$ cat src/rtl/msgq_pkg.sv
package msgq_pkg;
  localparam int WORD_W = 32;

  localparam logic [2:0] REG_MODE  = 3'd0;
  localparam logic [2:0] REG_STAT  = 3'd1;
  localparam logic [2:0] REG_DEQ   = 3'd2;
  localparam logic [2:0] REG_ENQ   = 3'd3;
  localparam logic [2:0] REG_SNOOP = 3'd4;

  localparam int MODE_EN    = 0;
  localparam int MODE_INC   = 1;
  localparam int MODE_CODE  = 12;

  localparam int ST_TE    = 7;
  localparam int ST_QO    = 5;
  localparam int ST_FULL  = 4;
  localparam int ST_BUSY  = 2;
  localparam int ST_EOM   = 1;
  localparam int ST_EMPTY = 0;

  localparam int SNOOP_BIT = 2;

  localparam logic [2:0] DW_SRC  = 3'd1;
  localparam logic [2:0] DW_PORT = 3'd2;
  localparam logic [2:0] DW_ATTR = 3'd3;
  localparam logic [2:0] DW_SIZE = 3'd6;
  localparam logic [2:0] DW_LAST = 3'd7;

  localparam int ATTR_EOM     = 29;
  localparam int ATTR_PRIO_LO = 27;

  localparam int SLOT_SHIFT = 5;

  typedef enum logic [1:0] {
    FS_IDLE  = 2'd0,
    FS_FETCH = 2'd1,
    FS_SEND  = 2'd2
  } fetch_st_e;
endpackage

$ cat src/rtl/msgq_ring.sv
module msgq_ring import msgq_pkg::*; #(
  parameter int ADDR_W = 32,
  parameter int CODE_W = 4
) (
  input  logic              clk_i,
  input  logic              rst_ni,
  input  logic [CODE_W-1:0] code_i,
  input  logic              deq_wr_i,
  input  logic              enq_wr_i,
  input  logic [ADDR_W-1:0] wdata_i,
  input  logic              inc_i,
  input  logic              adv_i,
  output logic [ADDR_W-1:0] deq_o,
  output logic [ADDR_W-1:0] enq_o,
  output logic              empty_o,
  output logic              full_o,
  output logic              ovf_o
);
  localparam int SH_W = $clog2(ADDR_W) + 1;
  localparam logic [SH_W-1:0] SLOT_BASE_SH = SH_W'(SLOT_SHIFT + 2);

  logic [ADDR_W-1:0] deq_q, enq_q;
  logic [ADDR_W-1:0] span_mask;
  logic [SH_W-1:0]   span_sh;

  assign span_sh   = SH_W'(code_i) + SLOT_BASE_SH;
  assign span_mask = ~({ADDR_W{1'b1}} << span_sh);

  function automatic logic [ADDR_W-1:0] step_slot(input logic [ADDR_W-1:0] p,
                                                   input logic [ADDR_W-1:0] m);
    logic [ADDR_W-1:0] inc;
    inc = p + ADDR_W'(1 << SLOT_SHIFT);
    return (p & ~m) | (inc & m);
  endfunction

  logic [ADDR_W-1:0] enq_next, deq_next;
  assign enq_next = step_slot(enq_q, span_mask);
  assign deq_next = step_slot(deq_q, span_mask);

  assign empty_o = (enq_q == deq_q);
  assign full_o  = (enq_next == deq_q);
  assign ovf_o   = inc_i & full_o;

  always_ff @(posedge clk_i or negedge rst_ni) begin
    if (!rst_ni) begin
      deq_q <= '0;
      enq_q <= '0;
    end else begin
      if (deq_wr_i)   deq_q <= {wdata_i[ADDR_W-1:SLOT_SHIFT], SLOT_SHIFT'(0)};
      else if (adv_i) deq_q <= deq_next;
      if (enq_wr_i)   enq_q <= {wdata_i[ADDR_W-1:SLOT_SHIFT], SLOT_SHIFT'(0)};
      else if (inc_i && !full_o) enq_q <= enq_next;
    end
  end

  assign deq_o = deq_q;
  assign enq_o = enq_q;

  AST_OVF_HOLDS_ENQ: assert property (@(posedge clk_i) disable iff (!rst_ni)
    (inc_i && full_o && !enq_wr_i) |=> (enq_q == $past(enq_q)));

  AST_ADV_IN_RING: assert property (@(posedge clk_i) disable iff (!rst_ni)
    (adv_i && !deq_wr_i) |=> (((deq_q ^ $past(deq_q)) & ~$past(span_mask)) == '0));
endmodule

$ cat src/rtl/msgq_fetch.sv
module msgq_fetch import msgq_pkg::*; #(
  parameter int ADDR_W = 32,
  parameter int DEST_W = 16
) (
  input  logic              clk_i,
  input  logic              rst_ni,
  input  logic              en_i,
  input  logic              empty_i,
  input  logic [ADDR_W-1:0] deq_i,
  input  logic              snoop_cfg_i,
  output logic              mem_req_o,
  output logic [ADDR_W-1:0] mem_addr_o,
  input  logic              mem_ack_i,
  input  logic [WORD_W-1:0] mem_rdata_i,
  output logic              tx_valid_o,
  output logic [ADDR_W-1:0] tx_saddr_o,
  output logic              tx_snoop_o,
  output logic [1:0]        tx_mbox_o,
  output logic [DEST_W-1:0] tx_dest_o,
  output logic [1:0]        tx_prio_o,
  output logic [WORD_W-1:0] tx_size_o,
  input  logic              tx_done_i,
  input  logic              tx_err_i,
  output logic              busy_o,
  output logic              cmpl_o,
  output logic              eom_o,
  output logic              err_o
);
  fetch_st_e         st_q;
  logic [2:0]        idx_q;
  logic [ADDR_W-1:0] src_q;
  logic [1:0]        port_q;
  logic [WORD_W-1:0] attr_q, size_q;

  logic take, last, size_ok;
  assign take    = (st_q == FS_FETCH) && mem_ack_i;
  assign last    = take && (idx_q == DW_LAST);
  assign size_ok = (size_q != '0) && ((size_q & (size_q - 1'b1)) == '0);

  always_ff @(posedge clk_i or negedge rst_ni) begin
    if (!rst_ni) begin
      st_q   <= FS_IDLE;
      idx_q  <= '0;
      src_q  <= '0;
      port_q <= '0;
      attr_q <= '0;
      size_q <= '0;
    end else begin
      unique case (st_q)
        FS_IDLE: if (en_i && !empty_i) st_q <= FS_FETCH;
        FS_FETCH: if (take) begin
          idx_q <= idx_q + 3'd1;
          unique case (idx_q)
            DW_SRC:  src_q  <= mem_rdata_i[ADDR_W-1:0];
            DW_PORT: port_q <= mem_rdata_i[1:0];
            DW_ATTR: attr_q <= mem_rdata_i;
            DW_SIZE: size_q <= mem_rdata_i;
            default: ;
          endcase
          if (last) st_q <= size_ok ? FS_SEND : FS_IDLE;
        end
        FS_SEND: if (tx_done_i || tx_err_i) st_q <= FS_IDLE;
        default: st_q <= FS_IDLE;
      endcase
    end
  end

  assign mem_req_o  = (st_q == FS_FETCH);
  assign mem_addr_o = deq_i + ADDR_W'({idx_q, 2'b00});

  assign tx_valid_o = (st_q == FS_SEND);
  assign tx_saddr_o = {src_q[ADDR_W-1:3], 3'b000};
  assign tx_snoop_o = src_q[SNOOP_BIT] | snoop_cfg_i;
  assign tx_mbox_o  = port_q;
  assign tx_dest_o  = attr_q[DEST_W+1:2];
  assign tx_prio_o  = attr_q[ATTR_PRIO_LO+1:ATTR_PRIO_LO];
  assign tx_size_o  = size_q;

  assign busy_o = (st_q != FS_IDLE);
  assign cmpl_o = (st_q == FS_SEND) && tx_done_i && !tx_err_i;
  assign eom_o  = cmpl_o && attr_q[ATTR_EOM];
  assign err_o  = ((st_q == FS_SEND) && tx_err_i) || (last && !size_ok);

  AST_REQ_HELD: assert property (@(posedge clk_i) disable iff (!rst_ni)
    (mem_req_o && !mem_ack_i) |=> (mem_req_o && $stable(mem_addr_o)));

  AST_TX_HELD: assert property (@(posedge clk_i) disable iff (!rst_ni)
    (tx_valid_o && !tx_done_i && !tx_err_i) |=> (tx_valid_o && $stable(tx_size_o)
      && $stable(tx_dest_o) && $stable(tx_saddr_o)));
endmodule

$ cat src/rtl/msgq_out.sv
module msgq_out import msgq_pkg::*; #(
  parameter int ADDR_W       = 32,
  parameter int DEST_W       = 16,
  parameter int MAX_RING_LOG = 11
) (
  input  logic              clk_i,
  input  logic              rst_ni,
  input  logic              reg_we_i,
  input  logic [2:0]        reg_addr_i,
  input  logic [31:0]       reg_wdata_i,
  output logic [31:0]       reg_rdata_o,
  output logic              mem_req_o,
  output logic [ADDR_W-1:0] mem_addr_o,
  input  logic              mem_ack_i,
  input  logic [31:0]       mem_rdata_i,
  output logic              tx_valid_o,
  output logic [ADDR_W-1:0] tx_saddr_o,
  output logic              tx_snoop_o,
  output logic [1:0]        tx_mbox_o,
  output logic [DEST_W-1:0] tx_dest_o,
  output logic [1:0]        tx_prio_o,
  output logic [31:0]       tx_size_o,
  input  logic              tx_done_i,
  input  logic              tx_err_i,
  output logic              irq_o
);
  localparam int CODE_W = 4;
  localparam logic [CODE_W-1:0] MAX_CODE = CODE_W'(MAX_RING_LOG - 2);

  logic              en_q, snoop_q, te_q, qo_q, eom_q;
  logic [CODE_W-1:0] code_q, code_wr;
  logic [ADDR_W-1:0] deq, enq;
  logic empty, full, ovf, busy, cmpl, eom_ev, err_ev;

  logic wr_mode, wr_stat, wr_snoop, ptr_ok, inc;
  assign wr_mode  = reg_we_i && (reg_addr_i == REG_MODE);
  assign wr_stat  = reg_we_i && (reg_addr_i == REG_STAT);
  assign wr_snoop = reg_we_i && (reg_addr_i == REG_SNOOP);
  assign ptr_ok   = !en_q && !busy;
  assign inc      = wr_mode && reg_wdata_i[MODE_INC];

  assign code_wr = (reg_wdata_i[MODE_CODE+CODE_W-1:MODE_CODE] > MAX_CODE)
                   ? MAX_CODE : reg_wdata_i[MODE_CODE+CODE_W-1:MODE_CODE];

  always_ff @(posedge clk_i or negedge rst_ni) begin
    if (!rst_ni) begin
      en_q    <= 1'b0;
      code_q  <= '0;
      snoop_q <= 1'b0;
      te_q    <= 1'b0;
      qo_q    <= 1'b0;
      eom_q   <= 1'b0;
    end else begin
      if (wr_mode) begin
        en_q   <= reg_wdata_i[MODE_EN];
        code_q <= code_wr;
      end
      if (err_ev) en_q <= 1'b0;
      if (wr_snoop) snoop_q <= reg_wdata_i[SNOOP_BIT];
      if (wr_stat) begin
        te_q  <= te_q  & ~reg_wdata_i[ST_TE];
        qo_q  <= qo_q  & ~reg_wdata_i[ST_QO];
        eom_q <= eom_q & ~reg_wdata_i[ST_EOM];
      end
      if (err_ev) te_q  <= 1'b1;
      if (ovf)    qo_q  <= 1'b1;
      if (eom_ev) eom_q <= 1'b1;
    end
  end

  msgq_ring #(.ADDR_W(ADDR_W), .CODE_W(CODE_W)) u_ring (
    .clk_i    (clk_i),
    .rst_ni   (rst_ni),
    .code_i   (code_q),
    .deq_wr_i (reg_we_i && (reg_addr_i == REG_DEQ) && ptr_ok),
    .enq_wr_i (reg_we_i && (reg_addr_i == REG_ENQ) && ptr_ok),
    .wdata_i  (reg_wdata_i[ADDR_W-1:0]),
    .inc_i    (inc),
    .adv_i    (cmpl),
    .deq_o    (deq),
    .enq_o    (enq),
    .empty_o  (empty),
    .full_o   (full),
    .ovf_o    (ovf)
  );

  msgq_fetch #(.ADDR_W(ADDR_W), .DEST_W(DEST_W)) u_fetch (
    .clk_i       (clk_i),
    .rst_ni      (rst_ni),
    .en_i        (en_q),
    .empty_i     (empty),
    .deq_i       (deq),
    .snoop_cfg_i (snoop_q),
    .mem_req_o   (mem_req_o),
    .mem_addr_o  (mem_addr_o),
    .mem_ack_i   (mem_ack_i),
    .mem_rdata_i (mem_rdata_i),
    .tx_valid_o  (tx_valid_o),
    .tx_saddr_o  (tx_saddr_o),
    .tx_snoop_o  (tx_snoop_o),
    .tx_mbox_o   (tx_mbox_o),
    .tx_dest_o   (tx_dest_o),
    .tx_prio_o   (tx_prio_o),
    .tx_size_o   (tx_size_o),
    .tx_done_i   (tx_done_i),
    .tx_err_i    (tx_err_i),
    .busy_o      (busy),
    .cmpl_o      (cmpl),
    .eom_o       (eom_ev),
    .err_o       (err_ev)
  );

  always_comb begin
    reg_rdata_o = '0;
    unique case (reg_addr_i)
      REG_MODE: begin
        reg_rdata_o[MODE_EN] = en_q;
        reg_rdata_o[MODE_CODE+CODE_W-1:MODE_CODE] = code_q;
      end
      REG_STAT: begin
        reg_rdata_o[ST_TE]    = te_q;
        reg_rdata_o[ST_QO]    = qo_q;
        reg_rdata_o[ST_FULL]  = full;
        reg_rdata_o[ST_BUSY]  = busy;
        reg_rdata_o[ST_EOM]   = eom_q;
        reg_rdata_o[ST_EMPTY] = empty;
      end
      REG_DEQ:   reg_rdata_o[ADDR_W-1:0] = deq;
      REG_ENQ:   reg_rdata_o[ADDR_W-1:0] = enq;
      REG_SNOOP: reg_rdata_o[SNOOP_BIT] = snoop_q;
      default:   reg_rdata_o = '0;
    endcase
  end

  assign irq_o = te_q | qo_q | eom_q;

  AST_START_NEEDS_WORK: assert property (@(posedge clk_i) disable iff (!rst_ni)
    $rose(busy) |-> ($past(en_q) && !$past(empty)));

  AST_PTR_WR_GATED: assert property (@(posedge clk_i) disable iff (!rst_ni)
    (reg_we_i && (reg_addr_i == REG_ENQ) && en_q) |=> (enq == $past(enq)));

  AST_ERR_DISABLES: assert property (@(posedge clk_i) disable iff (!rst_ni)
    err_ev |=> !en_q);

  AST_DEQ_HOLD_ON_ERR: assert property (@(posedge clk_i) disable iff (!rst_ni)
    err_ev |=> (deq == $past(deq)));
endmodule

$ cat config.mk
export PLATFORM = sky130hd
export DESIGN_NAME = msgq_out
export DESIGN_NICKNAME = d
export VERILOG_FILES = /design/src/rtl/msgq_pkg.sv /design/src/rtl/msgq_ring.sv /design/src/rtl/msgq_fetch.sv /design/src/rtl/msgq_out.sv
export SDC_FILE = /design/constraint.sdc
export NUM_CORES = 1
export LEC_CHECK = 0
export BUFFER_PORTS_ARGS = -buffer_cell sky130_fd_sc_hd__clkbuf_2
export CAP_MARGIN = 20
export CORE_ASPECT_RATIO = 0.9
export CORE_MARGIN = 5
export CORE_UTILIZATION = 50
export DETAILED_ROUTE_END_ITERATION = 16
export PLACE_DENSITY = 0.76
export SKIP_CTS_REPAIR_TIMING = 1
export SYNTH_ARGS = -nofsm -noshare
export SYNTH_HDL_FRONTEND = slang
export SYNTH_SLANG_ARGS = --single-unit
$ cat constraint.sdc
create_clock -name clk_i -period 3.8 [get_ports clk_i]
set_input_delay 0 -clock clk_i [delete_from_list [all_inputs] [get_ports clk_i]]
set_output_delay 0 -clock clk_i [all_outputs]
set_load 0.05 [all_outputs]
# ---- Word level (Yosys, flattened, before mapping)
# Index checks and enable logic that the tools add are counted.
# Widths: inputs -> output; s select.
dict set report totals {
  regBits 174
  in_bits 73
  output_inout_bits 152
  wordCells 131
}
dict set report classes {
  n_addsub 6
  magnitude_cmp 1
  n_eq_ne 17
  shifts 1
  n_mux 29
  bitwise_logic 19
  n_reduce_logical 44
}
# operator n
set ops {}
lappend ops {{$and 32x32->32} 5}
lappend ops {{$mux 32} 4}
lappend ops {{$add 32x6->32 const B} 2}
lappend ops {{$eq 32x32->1} 2}
lappend ops {{$not 32->32} 2}
lappend ops {{$or 32x32->32} 2}
lappend ops {{$add 32x5->32} 1}
lappend ops {{$logic_not 32->1} 1}
lappend ops {{$pmux 16 s2} 1}
lappend ops {{$reduce_bool 32->1} 1}
lappend ops {{$shl 32x6->32 const A} 1}
lappend ops {{$sub 32x1->32 const B} 1}
lappend ops {{$logic_and 1x1->1} 19}
lappend ops {{$reduce_bool 2->1} 7}
lappend ops {{$eq 3x2->1 const B} 4}
lappend ops {{$pmux 2 s3} 2}
lappend ops {{$pmux 4 s3} 1}
lappend ops {{$reduce_and 3->1} 4}
lappend ops {{$mux 2} 5}
lappend ops {{$eq 3x3->1 const B} 3}
lappend ops {{$mux 1} 8}
lappend ops {{$ne 2x1->1 const B} 4}
lappend ops {{$pmux 1 s4} 2}
lappend ops {{$pmux 4 s2} 1}
lappend ops {{other kinds (18)} 34}

# ---- Longest topological paths before layout
dict set report depth {
  ltp_word 11
  ltp_mapped 17
  depth_no_buf 13
}

# ---- Hierarchy
# Synthesis repeated with hierarchy kept, for this count alone.
dict set report hier_totals {
  cells_unflattened 1067
  hier_area_um2 10686.5
}
# mod instances cells_per_inst area_each_um2 seq_area_each_um2
set by_module_without_submodules {}
lappend by_module_without_submodules {msgq_ring 1 545 4934.7 1601.5}
lappend by_module_without_submodules {msgq_fetch 1 415 4798.4 2202.1}
lappend by_module_without_submodules {msgq_out 1 107 953.4 225.2}

# ---- Worst setup path after synthesis
# Ideal clock, no wire load.
dict set report synth_timing {
  path_type {register -> output}
  from {reg code_q[0]}
  to {out reg_rdata_o[4]}
  arrival_ns 4.607
  required_time_ns 3.800
  setup_slack_ns -0.807
  stages_incl_launch_ff 15
  n_path_buf 2
  path_cell_list {dfrtp_1 > buf_2 > inv_1 > ha_1 > inv_1 > ha_1 > clkbuf_1 > nor2b_1 > nand3_1 > and4b_1 > nor4_1 > nand4_1 > or4b_4 > or3_1 > a311oi_1}
}
dict set report synth_via {
  elab_chain_len 8
  word_cells_on_any_way 9
  cone_classes {add/sub: 1; eq/ne: 1; shift: 1; mux: 1; bitwise: 5}
}
# element line_no
set synth_rtl {}
lappend synth_rtl {{start: declaration} msgq_out.sv:31} ;# logic [CODE_W-1:0] code_q, code_wr;
lappend synth_rtl {{start signal: assignment} msgq_out.sv:56} ;# code_q <= code_wr;
lappend synth_rtl {{$add 4x3->5 *} msgq_ring.sv:26} ;# assign span_sh = SH_W'(code_i) + SLOT_BASE_SH;
lappend synth_rtl {{$shl 32x6->32 *} msgq_ring.sv:27} ;# assign span_mask = ~({ADDR_W{1'b1}} << span_sh);
lappend synth_rtl {{$not 32->32 *} msgq_ring.sv:27}
lappend synth_rtl {{$not 32->32} msgq_ring.sv:33} ;# return (p & ~m) | (inc & m);
lappend synth_rtl {{$and 32x32->32} msgq_ring.sv:33}
lappend synth_rtl {{$or 32x32->32 *} msgq_ring.sv:33}
lappend synth_rtl {{$eq 32x32->1 *} msgq_ring.sv:41} ;# assign full_o = (enq_next == deq_q);
lappend synth_rtl {{$pmux 2 s3 *} msgq_out.sv:115} ;# unique case (reg_addr_i)
lappend synth_rtl {{end: declaration} msgq_out.sv:11} ;# output logic [31:0] reg_rdata_o,
# Mark *: on every way between the ends. The rest lies on a longest branch, timed or not.

# ---- Worst setup path in the final report
dict set report layout_timing {
  from {reg code_q[1]}
  to {out reg_rdata_o[4]}
}
# The elaborated chain is that of the path after synthesis.

==> flow_summary.toml <==
[run_status]
status = "finished, violations left"
violations = "negative setup slack"

[die]
fp.dieH_um = 147
die_area_sq_um = 23900
start_util_pct = 50.6
rows = 50
core_sq_um = 20600
die_x_um = 162
ios = 225

[logic_synthesis]
syn_area_sq_um = 10400
synthArstFlopShare_pct = 100
synth_edf_count = 0
synthCells = 1135
avgSynthCellArea_sq_um = 9.20
synth_seq_area_share_pct = 38.6
synth_area_leaders = "dfrtp_1, mux2_2, xnor2_1, buf_4, nor2_1"
ys_ff_latch = 161
synth_top_area_share_pct = 38.6
synth_ff_type = "dfrtp_1"
synthDistinctLibCells = 64
yosysTopAreaCell = "dfrtp_1"
ys_warn_count = 0

[setup_path]
critPathBufInv = 2
crit_type = "flip-flop to output pin"
crit_required_ns = 3.80
end_kind = "output pin"
cp_slowest_cell = "or4b_4"
cp-start-kind = "flip-flop"
cp_cell_sequence = "buf_4 > or3_4 > or4_4 > or4_4 > xor2_1 > nor4_2 > or4b_4 > or3_4 > a311oi_4 > buf_12"
critPathTopFamily = "simple AND/OR/NAND/NOR gates"
slowest_delay_ns = 0.52
cp_max_fo = 8
crit_arrival_ns = 4.13

[place]
gp_congestion = 1.06
io_buffers = 219
post-dp-hpwl_um = 27500
post-place-ws_ns = 0.0572
postPlaceCellArea_sq_um = 11900
place_inst = 1578

[power_and_ir_drop]
cellLeakagePower_uw = 0.00589
peakVddDrop_mv = 0.753
powerDensity_nw_per_um2 = 855

[sta]
rsz0062_at_grt = "true"
max_freq_mhz = 242
setup_viol_count_final = 1
skew_ns = 0.0133
maxSlewViolCount = 0
timing.final.ws_setup_ns = -0.327
period_share_pct = 109
relSlewSlack_pct = 34.8
tightest_slew_ns = 0.978
final-hold-violation-count = 0
timing.hold.ws_ns = 0.0702
fin_crit_ns = 4.13

[grt]
overflow = 0
grt_max_degree = 103
antenna_found_initial = 1
grt_pass1_vias = 9210
grt_util_all_layers_pct = 29.5
grt_pass1_wl_um = 54700

[cells_and_area]
drive_gt1_share_pct = 33.1
area_growth_pct = 27.3
fillers = 1680
final_core_util_pct = 64.4
fin_area_sq_um = 13300
final_common_cell = "clkbuf_2"
fin_cells = 1678
final_cell_mix = "clkbuf_2, dfrtp_1, mux2_2, buf_4, nor2_1"
nNetsFinal = 1492

[clock_network]
cts_buffers = 17
clock_sinks = 161
cts.clk_slew.worst_paths_ns = 0.07
htree_levels = 4
insertion_delay_ns = 0.44
cts_tree = "done"
cts.path.max_buffers = 2
cts-root-buf = "clkbuf_16"

[route]
firstDrtPassIters = 5
drcViolationCount = 0
drt_first_iter_violations = 938
routed_wl_um = 37200
viasPerCell = 5.93
wl_per_cell_um = 22.2
ant_nets = 0
vias = 9946

[run]
maxCapViolCount = 0

[hold_path]
hold_class = "input pin to flip-flop"
==> path summary, 6_finish.rpt <==
check | start | to | slack, ns | cells after the start
max | code_q[1] | reg_rdata_o[4] | -0.33 | 10
min | reg_we_i | eom_q | 0.07 | 5
max reg2reg | code_q[1] | u_ring.enq_o[27] | 0.06 | 12
min reg2reg | u_fetch.src_q[2] | u_fetch.src_q[2] | 0.50 | 1
max in group asynchronous | rst_ni | u_ring.enq_o[13] | 2.50 | 3
min in group asynchronous | rst_ni | u_ring.enq_o[29] | 0.25 | 2
==> worst reg2reg max path: stages (launching register included) <==
cell and delay, ns:
dfrtp_1 0.39, buf_4 0.17, or3_4 0.43, or4_4 0.45, or4_4 0.47, xor2_1 0.18, nor4_2 0.15, or4b_4 0.52
buf_4 0.18, o21ai_4 0.20, buf_4 0.21, nor3_1 0.05, o31a_1 0.23
==> per-stage QoR <==
step                power (uW)  setup TNS [ns]
floorplan                 7790               0
global placement          9210               0
detailed placement        9300               0
CTS                      11200          -0.458
global route             11900          -0.412
finish                   11400          -0.327
==> metal layers <==
metal	part of all wire, %	global-route usage, %	wire length [um]
met5	0	0	0
met1	42	42.2	15700
met4	3.1	7.02	1160
met3	9.3	8.47	3450
met2	45	44.4	16900
==> kinds of logic after synthesis <==
family | synth area share [%]
other | 0.0359
XOR/XNOR | 7.55
multiplexers | 10.5
buffers and inverters | 7.61
adder cells (fa/ha/maj) | 2.16
flip-flops | 38.6
AND/OR/NAND/NOR | 21.1
AO/OA/AOI/OAI | 12.5
==> cells in the mapped netlist, drive strengths merged (25+ instances only) <==
library cell and count:
clkbuf 66, buf 65, nand2 84, xor2 37, nor2 88, a21oi 25
xnor2 53, nor3 33, mux2 90, o21ai 48, or3 36, dfrtp 161
nand3 41
==> power by group <==
group	total, uW	switching [uW]	internal (uW)	leakage, uW
clock network	1850	878	968	0.000304
registers	3220	806	2410	0.00202
logic	6310	4280	2030	0.00357
total	11400	5960	5410	0.00589
==> layout make-up <==
class	instances	area, sq um	share of cell area (%)
Sequential cell	161	4030	30.3
Timing Repair Buffer	379	2510	18.9
Inverter	22	82.6	0.621
Clock inverter	15	204	1.53
Antenna cell	1	2.50	0.0188
Tap cell	260	325	2.45
Clock buffer	17	425	3.20
Multi-Input combinational cell	823	5720	43.0
No activity file was read; power rests on OpenSTA's default activity.
